**config.mk**
```make
export PLATFORM = sky130hd
export DESIGN_NAME = ep_index_regs
export DESIGN_NICKNAME = d
export VERILOG_FILES = /design/src/rtl/ep_regs_pkg.sv /design/src/rtl/ep_slot.sv /design/src/rtl/ep_irq_ctrl.sv /design/src/rtl/ep_index_regs.sv
export SDC_FILE = /design/constraint.sdc
export NUM_CORES = 1
export LEC_CHECK = 0
export BUFFER_PORTS_ARGS = -buffer_cell sky130_fd_sc_hd__clkbuf_2
export CORE_MARGIN = 8
export CORE_UTILIZATION = 55
export DETAILED_ROUTE_END_ITERATION = 10
export PLACE_DENSITY = 0.85
export SYNTH_ARGS = -nofsm -noshare
export SYNTH_HDL_FRONTEND = slang
export SYNTH_SLANG_ARGS = --single-unit
```
**constraint.sdc**
```tcl
create_clock -name clk -period 4.8 [get_ports clk]
set_input_delay 0 -clock clk [delete_from_list [all_inputs] [get_ports clk]]
set_output_delay 0 -clock clk [all_outputs]
set_load 0.03 [all_outputs]
```
**src/rtl/ep_regs_pkg.sv**
```systemverilog
package ep_regs_pkg;

  typedef enum logic [2:0] {
    A_INDEX  = 3'd0,
    A_IN_EN  = 3'd1,
    A_OUT_EN = 3'd2,
    A_IN_ST  = 3'd3,
    A_OUT_ST = 3'd4,
    A_CSR1   = 3'd5,
    A_CSR2   = 3'd6,
    A_COUNT  = 3'd7
  } reg_addr_e;

  localparam int B_OUT_RDY = 0;
  localparam int B_IN_RDY  = 1;
  localparam int B_DMA_EN  = 0;

endpackage

```
**src/rtl/ep_slot.sv**
```systemverilog
module ep_slot #(
  parameter int CNT_W = 7
) (
  input  logic             clk,
  input  logic             rst_n,
  input  logic             sel,
  input  logic             csr1_we,
  input  logic             csr2_we,
  input  logic             wr_out_rdy,
  input  logic             wr_in_rdy,
  input  logic             wr_dma_en,
  input  logic             rx_stb,
  input  logic [CNT_W-1:0] rx_len,
  input  logic             free_stb,
  output logic             out_rdy,
  output logic             in_rdy,
  output logic             dma_en,
  output logic [CNT_W-1:0] rx_count
);

  logic hit1, hit2;
  assign hit1 = sel && csr1_we;
  assign hit2 = sel && csr2_we;

  always_ff @(posedge clk or negedge rst_n) begin
    if (!rst_n) begin
      out_rdy  <= 1'b0;
      in_rdy   <= 1'b0;
      dma_en   <= 1'b0;
      rx_count <= '0;
    end else begin
      if (rx_stb)                out_rdy <= 1'b1;
      else if (hit1 && !wr_out_rdy) out_rdy <= 1'b0;

      if (free_stb)  in_rdy <= 1'b0;
      else if (hit1) in_rdy <= wr_in_rdy;

      if (hit2)   dma_en   <= wr_dma_en;
      if (rx_stb) rx_count <= rx_len;
    end
  end

endmodule

```
**src/rtl/ep_irq_ctrl.sv**
```systemverilog
module ep_irq_ctrl #(
  parameter int NUM_EP = 4
) (
  input  logic              clk,
  input  logic              rst_n,
  input  logic              in_en_we,
  input  logic              out_en_we,
  input  logic              in_st_we,
  input  logic              out_st_we,
  input  logic [NUM_EP-1:0] wdata,
  input  logic [NUM_EP-1:0] in_evt,
  input  logic [NUM_EP-1:0] out_evt,
  output logic [NUM_EP-1:0] in_en,
  output logic [NUM_EP-1:0] out_en,
  output logic [NUM_EP-1:0] in_st,
  output logic [NUM_EP-1:0] out_st,
  output logic              irq
);

  logic [NUM_EP-1:0] in_clr, out_clr;
  assign in_clr  = in_st_we  ? wdata : '0;
  assign out_clr = out_st_we ? wdata : '0;

  always_ff @(posedge clk or negedge rst_n) begin
    if (!rst_n) begin
      in_en  <= '0;
      out_en <= '0;
      in_st  <= '0;
      out_st <= '0;
    end else begin
      if (in_en_we)  in_en  <= wdata;
      if (out_en_we) out_en <= wdata;
      in_st  <= (in_st  & ~in_clr)  | in_evt;
      out_st <= (out_st & ~out_clr) | out_evt;
    end
  end

  assign irq = |(in_st & in_en) | |(out_st & out_en);

endmodule

```
**src/rtl/ep_index_regs.sv**
```systemverilog
module ep_index_regs
  import ep_regs_pkg::*;
#(
  parameter int NUM_EP = 4,
  parameter int IDX_W  = 4,
  parameter int DW     = 8,
  parameter int CNT_W  = 7
) (
  input  logic                    clk,
  input  logic                    rst_n,
  input  logic [2:0]              bus_addr,
  input  logic                    bus_we,
  input  logic [DW-1:0]           bus_wdata,
  output logic [DW-1:0]           bus_rdata,
  input  logic [NUM_EP-1:0]       out_rx_stb,
  input  logic [NUM_EP*CNT_W-1:0] out_rx_len,
  input  logic [NUM_EP-1:0]       in_free_stb,
  output logic [NUM_EP-1:0]       out_rdy_o,
  output logic [NUM_EP-1:0]       in_rdy_o,
  output logic [NUM_EP-1:0]       dma_en_o,
  output logic                    irq_o
);

  reg_addr_e         a;
  logic [IDX_W-1:0]  idx_q;
  logic              idx_ok;
  logic [NUM_EP-1:0] slot_sel;
  logic [NUM_EP-1:0] in_en, out_en, in_st, out_st;
  logic [CNT_W-1:0]  rx_count [NUM_EP];
  logic              unused_wdata;

  assign a            = reg_addr_e'(bus_addr);
  assign idx_ok       = 32'(idx_q) < NUM_EP;
  assign unused_wdata = ^bus_wdata;

  always_ff @(posedge clk or negedge rst_n) begin
    if (!rst_n)                       idx_q <= '0;
    else if (bus_we && a == A_INDEX)  idx_q <= bus_wdata[IDX_W-1:0];
  end

  for (genvar i = 0; i < NUM_EP; i++) begin : g_slot
    assign slot_sel[i] = idx_ok && (32'(idx_q) == i);

    ep_slot #(.CNT_W(CNT_W)) u_slot (
      .clk        (clk),
      .rst_n      (rst_n),
      .sel        (slot_sel[i]),
      .csr1_we    (bus_we && a == A_CSR1),
      .csr2_we    (bus_we && a == A_CSR2),
      .wr_out_rdy (bus_wdata[B_OUT_RDY]),
      .wr_in_rdy  (bus_wdata[B_IN_RDY]),
      .wr_dma_en  (bus_wdata[B_DMA_EN]),
      .rx_stb     (out_rx_stb[i]),
      .rx_len     (out_rx_len[i*CNT_W +: CNT_W]),
      .free_stb   (in_free_stb[i]),
      .out_rdy    (out_rdy_o[i]),
      .in_rdy     (in_rdy_o[i]),
      .dma_en     (dma_en_o[i]),
      .rx_count   (rx_count[i])
    );
  end

  ep_irq_ctrl #(.NUM_EP(NUM_EP)) u_irq (
    .clk       (clk),
    .rst_n     (rst_n),
    .in_en_we  (bus_we && a == A_IN_EN),
    .out_en_we (bus_we && a == A_OUT_EN),
    .in_st_we  (bus_we && a == A_IN_ST),
    .out_st_we (bus_we && a == A_OUT_ST),
    .wdata     (bus_wdata[NUM_EP-1:0]),
    .in_evt    (in_free_stb),
    .out_evt   (out_rx_stb),
    .in_en     (in_en),
    .out_en    (out_en),
    .in_st     (in_st),
    .out_st    (out_st),
    .irq       (irq_o)
  );

  logic             sel_out, sel_in, sel_dma;
  logic [CNT_W-1:0] sel_cnt;

  always_comb begin
    sel_out = 1'b0;
    sel_in  = 1'b0;
    sel_dma = 1'b0;
    sel_cnt = '0;
    for (int i = 0; i < NUM_EP; i++) begin
      if (slot_sel[i]) begin
        sel_out = out_rdy_o[i];
        sel_in  = in_rdy_o[i];
        sel_dma = dma_en_o[i];
        sel_cnt = rx_count[i];
      end
    end
  end

  always_comb begin
    bus_rdata = '0;
    case (a)
      A_INDEX:  bus_rdata[IDX_W-1:0]  = idx_q;
      A_IN_EN:  bus_rdata[NUM_EP-1:0] = in_en;
      A_OUT_EN: bus_rdata[NUM_EP-1:0] = out_en;
      A_IN_ST:  bus_rdata[NUM_EP-1:0] = in_st;
      A_OUT_ST: bus_rdata[NUM_EP-1:0] = out_st;
      A_CSR1: begin
        bus_rdata[B_OUT_RDY] = sel_out;
        bus_rdata[B_IN_RDY]  = sel_in;
      end
      A_CSR2:   bus_rdata[B_DMA_EN]    = sel_dma;
      A_COUNT:  bus_rdata[CNT_W-1:0]   = sel_cnt;
      default:  bus_rdata = '0;
    endcase
  end

endmodule

```
# == Yosys cells after proc, flatten, opt, wreduce, memory -nomap -nowiden ==
# Index checks and enable logic that the tools add are counted.
# word_totals
regBits,60
latch_bits,0
ram_bits,0
mem_bits_ro,0
input_bits,50
out_inout_bits,21
memories,0
# classes
n_addsub,0
n_mul,0
div,0
magnitude_cmp,1
eq_ne,10
n_shift,0
n_mux,38
bitwise,9
reduce_logical,36
# ops
operator,count
1-bit two-way mux,28
7-bit two-way mux,4
1-bit logical AND,23
4-bit AND,4
2-bit nonzero test,8
3-bit equality test (second input constant),4
2-bit case mux with 6 select lines,1
4-bit by 2-bit equality test with 1-bit output (second input constant),2
4-bit two-way mux,2
4-bit NOT,2
4-bit bitwise OR,2
1-bit case mux with 8 select lines,1
4-bit OR reduction,2
1-bit case mux with 7 select lines,1
3-bit by 2-bit equality test with 1-bit output (second input constant),2
4-bit by 1-bit equality test with 1-bit output (second input constant),1
4-bit logical NOT,1
4-bit by 3-bit less-than comparator with 1-bit output (second input constant),1
3-bit by 1-bit equality test with 1-bit output (second input constant),1
3-bit logical NOT,1
3-bit two-way mux,1
1-bit logical NOT,1
1-bit bitwise OR,1

# == Logic depth before layout (Yosys ltp) ==
# Gate-level depths: netlist of run 1.
# depth
depth_word,7
depth_mapped,7
ltp_nobuf,4

# == By module ==
# From an unflattened synthesis of run 1, not the netlist that was laid out.
# hier_totals
cells_unflattened,248
area_unflattened_um2,3134.3
# modules_own_cells
mod,n_inst,cells_each,area_per_inst_um2
ep_slot,4,26,421.7
ep_index_regs,1,99,830.8
ep_irq_ctrl,1,45,616.8

# == Worst setup path before layout of run 1 ==
# No wires, ideal clock.
# synth_path
path_type,flip-flop to output port
start,register idx_q[0]
end,output port bus_rdata[2]
arrival_time_ns,1.789
t_required_ns,4.800
setup_slack_ns,3.011
stages_incl_launch_ff,7
path_buffers,3
path_cell_list,dfrtp_1 > buf_4 > buf_6 > buf_2 > mux2_2 > o22ai_1 > o21ai_0
# synth_via
elab_chain_cells,7
# synth_rtl
item,line_no,source
from (decl),ep_index_regs.sv:25,logic [IDX_W-1:0] idx_q;
from (signal assigned),ep_index_regs.sv:38,else if (bus_we && a == A_INDEX) idx_q <= bus_wdata[IDX_W-1:0];
4-bit by 3-bit less-than comparator with 1-bit output / 4-bit logical NOT (equally long branches),"ep_index_regs.sv:33, ep_index_regs.sv:42",
1-bit logical AND,ep_index_regs.sv:42,assign slot_sel[i] = idx_ok && (32'(idx_q) == i);
7-bit two-way mux (3 in series),ep_index_regs.sv:89,if (slot_sel[i]) begin
7-bit two-way mux (*),ep_index_regs.sv:89,
2-bit case mux with 6 select lines (*),ep_index_regs.sv:100,case (a)
to (decl),ep_index_regs.sv:14,"output logic [DW-1:0] bus_rdata,"
# Mark *: on every way between the ends. The rest lies on a longest branch, timed or not.

# == Worst setup path in the final report of run 1 ==
# layout_path
start,register idx_q[0]
end,output port bus_rdata[6]
# layout_via
elab_chain_cells,7
# layout_rtl
item,line_no
4-bit by 3-bit less-than comparator with 1-bit output / 4-bit logical NOT (equally long branches),"ep_index_regs.sv:33, ep_index_regs.sv:42"
1-bit logical AND,ep_index_regs.sv:42
7-bit two-way mux (3 in series),ep_index_regs.sv:89
7-bit two-way mux (*),ep_index_regs.sv:89
3-bit two-way mux (*),ep_index_regs.sv:100
# Marks and branches as above.

==> results.yml, run 1 <==
run_status:
  outcome: "complete, no violations"
sta:
  layout_min_cycle_time_ns: 2.97
  whs_ns: 0.00779
  grt_setup_unrepaired: "false"
  worst_slew_pin_slew_ns: 1.07
  min_period_over_period_pct: 61.9
  skew_ns: 0.00955
  hold_viol: 0
  setup_slack_ns: 1.83
  slew_headroom_pct: 28.7
  maxSlewViolCount: 0
  fmax_mhz: 337
  tns_ns: 0
  setup_viol: 0
finish:
  areaGrowthSynthToFinish_pct: 26.1
  final_nets: 399
  stdcell_area_um2: 3890
  layout-drive-gt1-share_pct: 39.7
  diodes: 0
cts:
  cts_max_level: 3
  clockBufferDepth: 2
  post_cts_buffers: 0
  cts_resized: 0
  path_clk_slew_ns: 0.07
  insertion_delay_ns: 0.34
  cts_tree: "built"
  hold_buffers: 34
  clock-root-buffer: "clkbuf_8"
  cts_made_buffers: 9
  clock_sinks: 60
worst_setup_path:
  worstPathCellList: "inv_2 > nor4_1 > a221oi_1 > nor2_1 > clkbuf_2"
  start_kind: "flip-flop"
  r2r_end: "g_slot[1].u_slot.dma_en$_DFFE_PN0P_"
  cp.arrival_ns: 2.97
  critPathRequiredTime_ns: 4.80
  r2r_start: "idx_q[0]$_DFFE_PN0P_"
  critPathMaxFanout: 26
  cp-end-kind: "output pin"
  critPathTopFamily: "flip-flops"
  cp.buffers_inverters: 2
  reg2reg_setup_slack_ns: 2.26
  critPathMaxStageDelay_ns: 1.05
  ff2ff_path_depth: 4
  crit_slowest_cell: "dfrtp_1"
  crit_type: "reg2out"
synthesis:
  syn_area_per_cell_um2: 11.6
  synth_area_leaders: "dfrtp_1, mux2_2, buf_4, mux2i_1, mux4_2"
  yosys.area.top_type: "dfrtp_1"
  syn_area_um2: 3090
  synthCells: 266
  synth_nets: 316
  synth-edff-count: 0
  synth_most_common_cell: "dfrtp_1"
  ys_types: 43
  netlist_top_cells_count: "dfrtp_1, mux2_2, nor2_1, buf_4, nand2_1"
  synth_top_cell_area_share_pct: 48.6
  synth_seq_cells: 60
  synth-seq-area-share_pct: 48.6
  synthFlopType: "dfrtp_1"
  yosys_warnings: 0
  async_flop_share_pct: 100
floorplan:
  rows: 27
  dieArea_um2: 8270
  core_um2: 5470
  initial_utilization_pct: 56.4
  fp.dieW_um: 90.9
  io_pins: 71
  die_h_um: 90.9
route:
  num_vias: 2530
  firstDrtPassIters: 5
  drtAntennaViolNets: 0
  drt-total-wl_um: 8090
  drc: 0
  viasPerCell: 5.95
  drtIter0Drc: 289
  wl_per_cell_um: 19.0
grt:
  grt_overflow_total: 0
  grt_max_degree: 61
  grt_pass1_wl_um: 13300
  antenna_found_initial: 0
  grt_pass1_vias: 2623
  gr-usage-all-layers_pct: 20.4
placed_design:
  gp_congestion: 0.872
  io_buffers: 65
  dp_hpwl_um: 5420
  place_ws_ns: 2.34
  placed_area_um2: 3330
hold_path:
  min_from: "bus_wdata[3]"
  hold_class: "in2reg"
  holdPathStages: 3
  min_to: "u_irq.in_st[3]$_DFF_PN0_"
run:
  drv_cap: 0
pwr:
  pwr-share-seq_pct: 43.6
  p_sw_share_pct: 28.9
  comb_power_share_pct: 20.6
  power_leakage_nw: 1.65
  ir_drop_mv: 0.318
  p_sw_mw: 0.418
  p_clk_share_pct: 35.8
  internal_power_mw: 1.03
  power_density_nw_per_um2: 371
layer usage:
metal  global-route usage [%]  share of wire (%)
met1                     24.8                 40
met4                     10.5                3.4
met3                     4.82                7.7
met5                        0                  0
met2                     33.1                 49
through the flow:
stage | total power [mW] | cells | util, %
after floorplan | 0.831 | 266 | -
after global placement | 0.893 | 376 | 60.8
after detailed placement | 0.905 | 376 | 60.8
after CTS | 1.44 | 425 | 71.1
after global routing | 1.51 | 425 | 71.1
final | 1.44 | 425 | 71.1
power by group through the flow:
stage	clock [mW]	combinational, mW	sequential [mW]
after detailed placement	0	0.271	0.635
after global placement	0	0.263	0.630
after CTS	0.517	0.294	0.627
final	0.517	0.297	0.629
after floorplan	0	0.235	0.596
after global routing	0.548	0.318	0.639
cell families after synthesis:
kind of cell	Yosys count	share of synthesized area (%)
and+or+nand+nor	68	12.0
muxes	61	23.0
buffers and inverters	32	6.36
other	1	0.121
AOI/OAI and AO/OA	44	9.85
DFF	60	48.6
final cells by class:
cell class | instances | area [µm²]
well taps | 72 | 90.1
clock buffers | 11 | 151
inverters | 4 | 15.0
multi-input cells | 174 | 1390
flip-flops and latches | 60 | 1500
fillers | 372 | 1580
clock inverters | 4 | 72.6
repair buffers | 100 | 673
worst reg2reg max path: cells and delay by family, from the launching register on:
family	cells	cell delay [ns]
buf+inv	1	0.23
flops	1	1.05
mux	1	0.31
simple gates	2	0.83
registers in the layout (all words and copies together) (netlist names):
signal,flops
u_irq.in_st,4
g_slot.u_slot.out_rdy,4
u_irq.out_en,4
u_irq.out_st,4
idx_q,4
g_slot.u_slot.rx_count,28
g_slot.u_slot.dma_en,4
u_irq.in_en,4
g_slot.u_slot.in_rdy,4
layout by cell type (no fill, tap or decap), drive strengths merged, types with 2 or more instances in the layout:
cell         synthesis  routed
dfrtp               60      60
a22oi                4       4
bufinv               0       2
a21o                 8       8
nand3                6       6
nor2                16      16
nor3b                2       2
a221oi               3       3
nand2               15      15
nor3                 6       6
clkbuf               6      76
mux2                49      49
a211oi               6       6
o22ai                4       4
a21oi                4       4
inv                  4       4
a31oi                2       2
nand2b               7       7
nor2b                4       4
mux4                 3       3
o31ai                2       2
o21ai                7       7
dlygate4sd3          0      34
nor4                 2       2
and2                 3       3
mux2i                9       9
worst max-delay path by stage:
stage | from | end | slack [ns] | cells after the start
after CTS | idx_q[0]$_DFFE_PN0P_ | bus_rdata[6] | 1.98 | 5
after floorplan | idx_q[0]$_DFFE_PN0P_ | bus_rdata[2] | 3.01 | 6
after global placement | idx_q[0]$_DFFE_PN0P_ | g_slot[1].u_slot.dma_en$_DFFE_PN0P_ | 2.34 | 4
final | idx_q[0]$_DFFE_PN0P_ | bus_rdata[6] | 1.83 | 5
after detailed placement | idx_q[0]$_DFFE_PN0P_ | g_slot[1].u_slot.dma_en$_DFFE_PN0P_ | 2.34 | 4
after global routing | idx_q[0]$_DFFE_PN0P_ | bus_rdata[5] | 1.66 | 5
(Power assumes the default switching activity.)
==> run 2, diff against run 1 <==
--- a/config.mk
+++ b/config.mk
@@ -7,9 +7,9 @@
 export LEC_CHECK = 0
 export BUFFER_PORTS_ARGS = -buffer_cell sky130_fd_sc_hd__clkbuf_2
 export CORE_MARGIN = 8
-export CORE_UTILIZATION = 55
+export CORE_UTILIZATION = 49
 export DETAILED_ROUTE_END_ITERATION = 10
-export PLACE_DENSITY = 0.85
+export PLACE_DENSITY = 0.8
 export SYNTH_ARGS = -nofsm -noshare
 export SYNTH_HDL_FRONTEND = slang
 export SYNTH_SLANG_ARGS = --single-unit
==> constraint.sdc (replaced) <==
create_clock -name clk -period 2.72 [get_ports clk]
set_input_delay 0 -clock clk [delete_from_list [all_inputs] [get_ports clk]]
set_output_delay 0 -clock clk [all_outputs]
set_load 0.03 [all_outputs]
==> run 2 against run 1 <==
Effect of this change:
- clock power up 75%
- first-iteration DRC count down 24%
- utilization down 7.9 points
- flip-flop and latch count is the same
- register-to-register slack worse by 1.5 ns
- sequential power up 72%
- total power increased by 76%
- critical path type unchanged
- cell count is 2.4% higher
- worst hold slack gained 0.013 ns
- routed wire length rose by 3.5%
- die area rose by 10%
- setup slack lost 1.5 ns
==> results.yml, run 2 (synthesis results as in run 1) <==
run_status:
  outcome: "complete, no violations"
placed_design:
  place_ws_ns: 0.713
  dp_hpwl_um: 5490
  gp_congestion: 0.919
  place_inst: 383
  io_buffers: 65
sta:
  slew_headroom_pct: 38.8
  grt_setup_unrepaired: "false"
  skew_ns: 0.00924
  tns_ns: 0
  layout_min_cycle_time_ns: 2.43
  maxSlewViolCount: 0
  setup_viol: 0
  fmax_mhz: 411
  hold_viol: 0
  setup_slack_ns: 0.288
  worst_slew_pin_slew_ns: 0.910
  min_period_over_period_pct: 89.4
cts:
  cts_tree: "built"
  clock_sinks: 60
  cts_made_buffers: 9
  cts_resized: 0
  insertion_delay_ns: 0.35
  clock-root-buffer: "clkbuf_8"
  path_clk_slew_ns: 0.07
  clockBufferDepth: 2
  hold_buffers: 35
  post_cts_buffers: 0
  cts_max_level: 3
finish:
  layout_common_cells: "clkbuf_2, dfrtp_1, mux2_2"
  largest_reg_flops: 28
  fillers: 463
  final_cells: 435
  layout_commonest_cell: "clkbuf_2"
  final_nets: 402
  top_register: "g_slot.u_slot.rx_count"
  layout-drive-gt1-share_pct: 39.5
  areaGrowthSynthToFinish_pct: 27.0
worst_setup_path:
  crit_type: "reg2out"
  critPathMaxFanout: 15
  critPathRequiredTime_ns: 2.72
  cp-end-kind: "output pin"
  start_kind: "flip-flop"
  cp.arrival_ns: 2.43
grt:
  grt_pass1_vias: 2628
  antenna_found_initial: 1
  gr-usage-all-layers_pct: 19.5
  grt_max_degree: 27
  grt_overflow_total: 0
  grt_pass1_wl_um: 13400
floorplan:
  rows: 29
  die_h_um: 95.4
  dieArea_um2: 9100
  initial_utilization_pct: 49.7
  fp.dieW_um: 95.4
  io_pins: 71
  core_um2: 6200
route:
  num_vias: 2522
  drt-total-wl_um: 8370
  firstDrtPassIters: 6
  drtIter0Drc: 221
  viasPerCell: 5.80
  drtAntennaViolNets: 0
  wl_per_cell_um: 19.2
  drc: 0
pwr:
  power_leakage_nw: 1.66
  ir_drop_mv: 0.463
  power_density_nw_per_um2: 650
run:
  drv_cap: 0
hold_path:
  hold_class: "in2reg"
run 2: final cells by class:
| class | count | area, µm² | area share [%] |
|---|---|---|---|
| clock buffers | 12 | 145 | 3.70 |
| flip-flops and latches | 60 | 1500 | 38.3 |
| well taps | 77 | 96.3 | 2.46 |
| clock inverters | 4 | 72.6 | 1.85 |
| diodes | 1 | 2.50 | 0.0638 |
| inverters | 4 | 15.0 | 0.383 |
| repair buffers | 103 | 698 | 17.8 |
| multi-input cells | 174 | 1390 | 35.4 |
run 2: stage by stage:
step / hold WS, ns / util (%) / instance area (µm²) / power (mW)
global route: 0.0326 / 63.2 / 3920 / 2.66
global placement: 0.0563 / 54.0 / 3350 / 1.59
detailed placement: 0.0634 / 54.0 / 3350 / 1.60
finish: 0.0206 / 63.2 / 3920 / 2.55
CTS: 0.0150 / 63.1 / 3920 / 2.54
floorplan: -0.296 / - / 3090 / 1.47
run 2: per-layer routing:
metal | vias up | GRT usage, % | wire length, µm
met5 | - | 0 | 0
met4 | 0 | 12.3 | 371
met3 | 37 | 5.20 | 680
met2 | 128 | 30.4 | 4140
met1 | 1228 | 23.7 | 3170
li1 | 1129 | - | -
run 2: critical path: stages (launching register included):
cell and delay [ns]:
dfrtp_1 0.66, or3b_1 0.63, o2111ai_1 0.28, o22a_1 0.16
a32oi_1 0.13, clkbuf_2 0.21
run 2: final timing paths:
path	depth (start not counted)	startpoint	slack, ns	endpoint
max	5	idx_q[1]$_DFFE_PN0P_	0.29	bus_rdata[0]
min	3	bus_wdata[1]	0.02	g_slot[1].u_slot.in_rdy$_DFFE_PN0P_
max reg2reg	4	idx_q[1]$_DFFE_PN0P_	0.75	g_slot[3].u_slot.in_rdy$_DFFE_PN0P_
min reg2reg	1	g_slot[1].u_slot.rx_count[1]$_DFFE_PN0P_	0.51	g_slot[1].u_slot.rx_count[1]$_DFFE_PN0P_
max in group asynchronous	3	rst_n	1.77	idx_q[2]$_DFFE_PN0P_
min in group asynchronous	2	rst_n	0.22	g_slot[0].u_slot.rx_count[2]$_DFFE_PN0P_
run 2: where the power goes:
| group | switching [mW] | internal (mW) |
|---|---|---|
| Clock | 0.365 | 0.540 |
| Combinational | 0.296 | 0.264 |
| Sequential | 0.0917 | 0.990 |
